**src/rtl/crcu_pkg.sv**
```systemverilog
package crcu_pkg;

    localparam int unsigned CRC_MAX_W = 32;
    localparam int unsigned CNT_W     = $clog2(CRC_MAX_W + 1);

    typedef logic [CRC_MAX_W-1:0] crc_word_t;
    typedef logic [CNT_W-1:0]     crc_cnt_t;

    typedef enum logic [1:0] {
        GEN_C12   = 2'd0,
        GEN_C16   = 2'd1,
        GEN_CCITT = 2'd2,
        GEN_C32   = 2'd3
    } gen_sel_e;

    typedef enum logic {
        DIR_SEND  = 1'b0,
        DIR_CHECK = 1'b1
    } dir_e;

    typedef enum logic [1:0] {
        ST_IDLE   = 2'd0,
        ST_MSG    = 2'd1,
        ST_APPEND = 2'd2
    } phase_e;

    // Generator description: taps hold every coefficient below the
    // leading term, mask covers the register bits in use.
    typedef struct packed {
        crc_word_t taps;
        crc_word_t mask;
        crc_cnt_t  deg;
    } gen_cfg_t;

    function automatic crc_word_t width_mask(input int unsigned deg);
        crc_word_t m;
        m = '0;
        for (int unsigned i = 0; i < CRC_MAX_W; i++) begin
            if (i < deg) m[i] = 1'b1;
        end
        return m;
    endfunction

    function automatic gen_cfg_t gen_lookup(input gen_sel_e sel);
        gen_cfg_t c;
        case (sel)
            GEN_C12: begin
                c.taps = 32'h0000_080F;
                c.deg  = CNT_W'(12);
            end
            GEN_C16: begin
                c.taps = 32'h0000_8005;
                c.deg  = CNT_W'(16);
            end
            GEN_CCITT: begin
                c.taps = 32'h0000_1021;
                c.deg  = CNT_W'(16);
            end
            default: begin
                c.taps = 32'h04C1_1DB7;
                c.deg  = CNT_W'(32);
            end
        endcase
        c.mask = width_mask(int'(c.deg));
        return c;
    endfunction

endpackage

```
**src/rtl/crcu_lfsr.sv**
```systemverilog
module crcu_lfsr
    import crcu_pkg::*;
(
    input  logic      clk,
    input  logic      rst,
    input  logic      clear,
    input  logic      step,
    input  logic      drain,
    input  logic      din,
    input  gen_cfg_t  cfg,
    output crc_word_t rem_q,
    output crc_word_t rem_nxt,
    output logic      msb
);

    crc_word_t top_bit;
    crc_word_t shifted;
    crc_word_t stepped;
    logic      fb;

    // Highest used bit of the register for the selected degree.
    assign top_bit = cfg.mask ^ (cfg.mask >> 1);
    assign msb     = |(rem_q & top_bit);
    assign fb      = din ^ msb;

    // Direct-form division: the incoming bit is folded into the
    // feedback, so no trailing zero bits need to be clocked in.
    generate
        for (genvar i = 0; i < CRC_MAX_W; i++) begin : g_bit
            if (i == 0) begin : g_low
                assign shifted[i] = 1'b0;
            end else begin : g_up
                assign shifted[i] = rem_q[i-1] & cfg.mask[i];
            end
            assign stepped[i] = shifted[i] ^ (fb & cfg.taps[i]);
        end
    endgenerate

    assign rem_nxt = stepped;

    always_ff @(posedge clk) begin
        if (rst || clear) begin
            rem_q <= '0;
        end else if (step) begin
            rem_q <= stepped;
        end else if (drain) begin
            rem_q <= shifted;
        end
    end

    // unused upper register bits never become non-zero.
    a_r9_upper_zero: assert property (@(posedge clk) disable iff (rst)
        (rem_q & ~cfg.mask) == '0);

endmodule

```
**src/rtl/crcu_ctrl.sv**
```systemverilog
module crcu_ctrl
    import crcu_pkg::*;
(
    input  logic     clk,
    input  logic     rst,
    input  logic     start,
    input  logic     din_valid,
    input  logic     eom,
    input  dir_e     dir,
    input  crc_cnt_t deg,
    output phase_e   phase_q,
    output logic     take,
    output logic     fin,
    output logic     drain
);

    crc_cnt_t cnt_q;

    always_comb begin
        take  = (phase_q == ST_MSG) && din_valid && !start;
        fin   = take && eom;
        drain = (phase_q == ST_APPEND) && !start;
    end

    always_ff @(posedge clk) begin
        if (rst) begin
            phase_q <= ST_IDLE;
            cnt_q   <= '0;
        end else if (start) begin
            phase_q <= ST_MSG;
            cnt_q   <= '0;
        end else if (fin) begin
            if (dir == DIR_SEND) begin
                phase_q <= ST_APPEND;
                cnt_q   <= deg - 1'b1;
            end else begin
                phase_q <= ST_IDLE;
            end
        end else if (drain) begin
            if (cnt_q == '0) begin
                phase_q <= ST_IDLE;
            end else begin
                cnt_q <= cnt_q - 1'b1;
            end
        end
    end

    // the check-bit counter stays within the generator degree.
    a_r4_cnt_bound: assert property (@(posedge clk) disable iff (rst)
        (phase_q == ST_APPEND) |-> (cnt_q < deg));

    // the append phase is entered only from a finished send frame.
    a_r4_append_entry: assert property (@(posedge clk) disable iff (rst)
        (fin && dir == DIR_SEND) |=> (phase_q == ST_APPEND));

endmodule

```
**src/rtl/crcu_top.sv**
```systemverilog
module crcu_top
    import crcu_pkg::*;
(
    input  logic       clk,
    input  logic       rst,
    input  logic       start,
    input  logic       mode,
    input  logic [1:0] poly_sel,
    input  logic       din,
    input  logic       din_valid,
    input  logic       eom,
    output logic       sout,
    output logic       sout_valid,
    output logic       chk_active,
    output logic       accept
);

    gen_cfg_t  cfg_q;
    dir_e      dir_q;
    phase_e    phase;
    logic      take;
    logic      fin;
    logic      drain;
    crc_word_t rem_q;
    crc_word_t rem_nxt;
    logic      msb;

    always_ff @(posedge clk) begin
        if (rst) begin
            cfg_q <= gen_lookup(GEN_C12);
            dir_q <= DIR_SEND;
        end else if (start) begin
            cfg_q <= gen_lookup(gen_sel_e'(poly_sel));
            dir_q <= dir_e'(mode);
        end
    end

    crcu_ctrl u_ctrl (
        .clk       (clk),
        .rst       (rst),
        .start     (start),
        .din_valid (din_valid),
        .eom       (eom),
        .dir       (dir_q),
        .deg       (cfg_q.deg),
        .phase_q   (phase),
        .take      (take),
        .fin       (fin),
        .drain     (drain)
    );

    crcu_lfsr u_lfsr (
        .clk     (clk),
        .rst     (rst),
        .clear   (start),
        .step    (take),
        .drain   (drain),
        .din     (din),
        .cfg     (cfg_q),
        .rem_q   (rem_q),
        .rem_nxt (rem_nxt),
        .msb     (msb)
    );

    always_ff @(posedge clk) begin
        if (rst) begin
            sout       <= 1'b0;
            sout_valid <= 1'b0;
            chk_active <= 1'b0;
            accept     <= 1'b0;
        end else begin
            sout_valid <= 1'b0;
            chk_active <= 1'b0;
            if (start) begin
                accept <= 1'b0;
            end else if (take) begin
                if (dir_q == DIR_SEND) begin
                    sout       <= din;
                    sout_valid <= 1'b1;
                end else if (fin) begin
                    accept <= (rem_nxt == '0);
                end
            end else if (drain) begin
                sout       <= msb;
                sout_valid <= 1'b1;
                chk_active <= 1'b1;
            end
        end
    end

    // a taken message bit is echoed on the following cycle.
    a_r3_echo: assert property (@(posedge clk) disable iff (rst)
        (take && dir_q == DIR_SEND) |=> (sout_valid && sout == $past(din)));

    // a check bit is always a valid output bit.
    a_r4_chk_valid: assert property (@(posedge clk) disable iff (rst)
        chk_active |-> sout_valid);

    // accept can only be raised by a frame in check direction.
    a_r6_accept_dir: assert property (@(posedge clk) disable iff (rst)
        accept |-> (dir_q == DIR_CHECK));

    // start silences the outputs on the next cycle.
    a_r8_start_clears: assert property (@(posedge clk) disable iff (rst)
        start |=> (!chk_active && !accept && !sout_valid));

    // nothing is emitted in check direction.
    a_r10_rx_quiet: assert property (@(posedge clk) disable iff (rst)
        (dir_q == DIR_CHECK && !start) |=> !sout_valid);

endmodule

```
**config.mk**
```make
export PLATFORM = sky130hd
export DESIGN_NAME = crcu_top
export DESIGN_NICKNAME = d
export VERILOG_FILES = /design/src/rtl/crcu_pkg.sv /design/src/rtl/crcu_lfsr.sv /design/src/rtl/crcu_ctrl.sv /design/src/rtl/crcu_top.sv
export SDC_FILE = /design/constraint.sdc
export NUM_CORES = 1
export LEC_CHECK = 0
export BUFFER_PORTS_ARGS = -buffer_cell sky130_fd_sc_hd__buf_2
export CELL_PAD_IN_SITES_DETAIL_PLACEMENT = 1
export CELL_PAD_IN_SITES_GLOBAL_PLACEMENT = 1
export CORE_MARGIN = 1
export CORE_UTILIZATION = 30
export CTS_CLUSTER_SIZE = 40
export DETAILED_ROUTE_END_ITERATION = 12
export PLACE_DENSITY = 0.65
export SYNTH_ARGS = -nofsm -noshare
export SYNTH_HDL_FRONTEND = slang
export SYNTH_SLANG_ARGS = --single-unit
```
**constraint.sdc**
```tcl
create_clock -name clk -period 2.22 [get_ports clk]
set_input_delay 0.333 -clock clk [delete_from_list [all_inputs] [get_ports clk]]
set_output_delay 0.333 -clock clk [all_outputs]
set_load 0.05 [all_outputs]
```
==> flow_summary.ini <==
[grt]
grt_pass1_vias = 2344
grt.overflow.total = 0
antenna_found_initial = 0
grt_max_degree = 31
grt_first_pass_wirelength_mm = 12.2
grt.total_usage = 0.174

[worst_setup_path]
worst_path_max_delay_cell = dfxtp_1
critPathTopFamily = simple AND/OR/NAND/NOR gates
start_kind = register
cp.arrival_ns = 2.20
cp.depth = 7
rrSetupSlack_ns = 0.21
path_class = register to register
critPathMaxFanout = 12
end_kind = register
worst-r2r-cell-count = 7
cp.required_ns = 2.40
cpPeakStageDelay_ns = 0.50
crit_buf_inv = 1
cp_cell_sequence = nor2b_1 -> o21a_1 -> or4_4 -> buf_4 -> and4_1 -> o211ai_1 -> a21oi_1

[worst_hold_path]
whs_path_depth = 3
hp-class = input port to register

[power]
p_per_area_nw_per_um2 = 583
power.leakage_nw = 1.06
ir_worst_vdd_mv = 0.264

[placement]
port_buffers = 12
place_hpwl_mm = 5.20
globalplace.congestion = 0.796

[floorplanning]
die_y_um = 96.1
die_w_um = 96.1
num_rows = 33
io_pins = 13
die_area_um2 = 9230
core_um2 = 8380
initial_core_util = 0.317

[finish]
layout_commonest_cell = dfxtp_1
fillers = 1049
drive_above_1_share = 0.130
multi_input_area_um2 = 1460
diodes = 0
regArea_um2 = 1080
synthToLayoutAreaGrowth_pct = 11.4
nNetsFinal = 361
final_util = 0.353
final_cell_mix = dfxtp_1, nand2_1, a21oi_1, nor2_1, nand3_1

[yosys]
synthArstFlopShare = 0
synth_edf_count = 0
syn_inst = 335
yosysWarnings = 0
syn_area_um2 = 2650
yosysUniqueCellTypes = 46
syn_area_per_cell_um2 = 7.92
synthFlopType = dfxtp_1
synth_seq_area_share = 0.407
syn_nets = 351
ys_ff_latch = 54

[sta]
rsz0062_at_grt = no
fmax_mhz = 496
worst_pin_slew_ns = 0.519
slew_viol_final = 0
hold_violations = 0
setup_violations = 0
worst_hold_slack_ns = 0.251
setup_tns_ns = 0
fin_crit_ns = 2.01
fin_worst_skew_ns = 0.00920
fin_crit_sh = 0.908
slew_headroom = 0.653

[route]
via_per_inst = 5.32
drtPass1Iterations = 4
vias = 2398
wl_per_cell_um = 15.8
drc_errors = 0
postRouteAntennaNets = 0
first_iter_violations = 62
drt-total-wl_mm = 7.14

[clocking]
cts_made_buffers = 5
cts_tree = yes
cts_sinks = 54
clk_pin_slew_ns = 0.10
ctsHoldBuffers = 0
clk_latency_ns = 0.31
clockRootBuffer = clkbuf_8
htreeDepth = 2
cts_resized = 0
clock_path_buffers = 2
cts_setup_buffers = 0

[job]
max_cap_viol_count = 0

[outcome]
run_status = finished clean
[path summary, 6_finish.rpt]
kind | start | end
max reg2reg | cfg_q[21] | u_lfsr.rem_q[16]
min | mode | dir_q
min reg2reg | u_lfsr.rem_q[27] | u_lfsr.rem_q[27]
max | cfg_q[21] | u_lfsr.rem_q[16]
[final cells by class]
type                    instances  share of cell area
repair buffers                 27              0.0584
well taps                     105              0.0444
inverters                       7             0.00889
clock inverters                 3             0.00719
multi-input cells             250               0.492
clock buffers                   5              0.0233
flip-flops and latches         54               0.366
[cell families (layout without fill, tap and decap cells)]
family          count (synthesis)  in the layout  share of synthesized area
compound gates                 93             93                      0.213
xor+xnor                        9              9                     0.0297
fa+ha+maj                       7              7                     0.0330
mux                             4              4                     0.0151
flops                          54             54                      0.407
buf+inv                        31             42                     0.0457
simple gates                  137            137                      0.256
[per-layer routing]
| metal | GRT usage | wire, um | up-vias |
|---|---|---|---|
| li1 | - | - | 1212 |
| met1 | 0.243 | 3560 | 1163 |
| met2 | 0.273 | 3320 | 16 |
| met3 | 0.0261 | 160 | 7 |
| met4 | 0.0560 | 96 | 0 |
| met5 | 0 | 0 | - |
[worst reg2reg max path: cells and delay by family (launching register included)]
kind                   cells  cell delay (ns)
flip-flops                 1             0.50
AO/OA/AOI/OAI              3             0.48
AND/OR/NAND/NOR            3             0.71
buffers and inverters      1             0.19
[state kept, by name, summed over array words and instances (netlist names)]
signal,flops
dir_q,1
u_ctrl.phase_q,2
chk_active,1
sout_valid,1
sout,1
cfg_q,9
u_ctrl.cnt_q,6
accept,1
u_lfsr.rem_q,32
[synthesized netlist by cell type (all sizes together), types with 5 or more instances]
library cell	count	area (um^2)
a21oi	40	200
o21ai	16	80.1
dfxtp	54	1080
nand2	48	180
nor2	27	101
xnor2	9	78.8
a31oi	6	37.5
inv	7	26.3
nand2b	5	31.3
clkbuf	22	82.6
a211oi	5	37.5
nand3	20	100
ha	7	87.6
[through the flow]
| stage | instance area, um^2 | power [mW] | setup WS [ns] | cells |
|---|---|---|---|---|
| floorplan | 2650 | 1.13 | 0.124 | 335 |
| global placement | 2870 | 1.19 | 0.290 | 443 |
| detailed placement | 2870 | 1.19 | 0.227 | 443 |
| CTS | 2960 | 1.76 | 0.219 | 451 |
| global route | 2960 | 1.82 | 0.0886 | 451 |
| finish | 2960 | 1.72 | 0.205 | 451 |
[power by group]
part	switching, mW	leakage (nW)	internal (mW)	total [mW]
registers	0.0196	0.438	0.985	1.00
logic	0.102	0.577	0.0590	0.161
clock network	0.336	0.0441	0.222	0.559
Power figures use the tool's default switching activity.
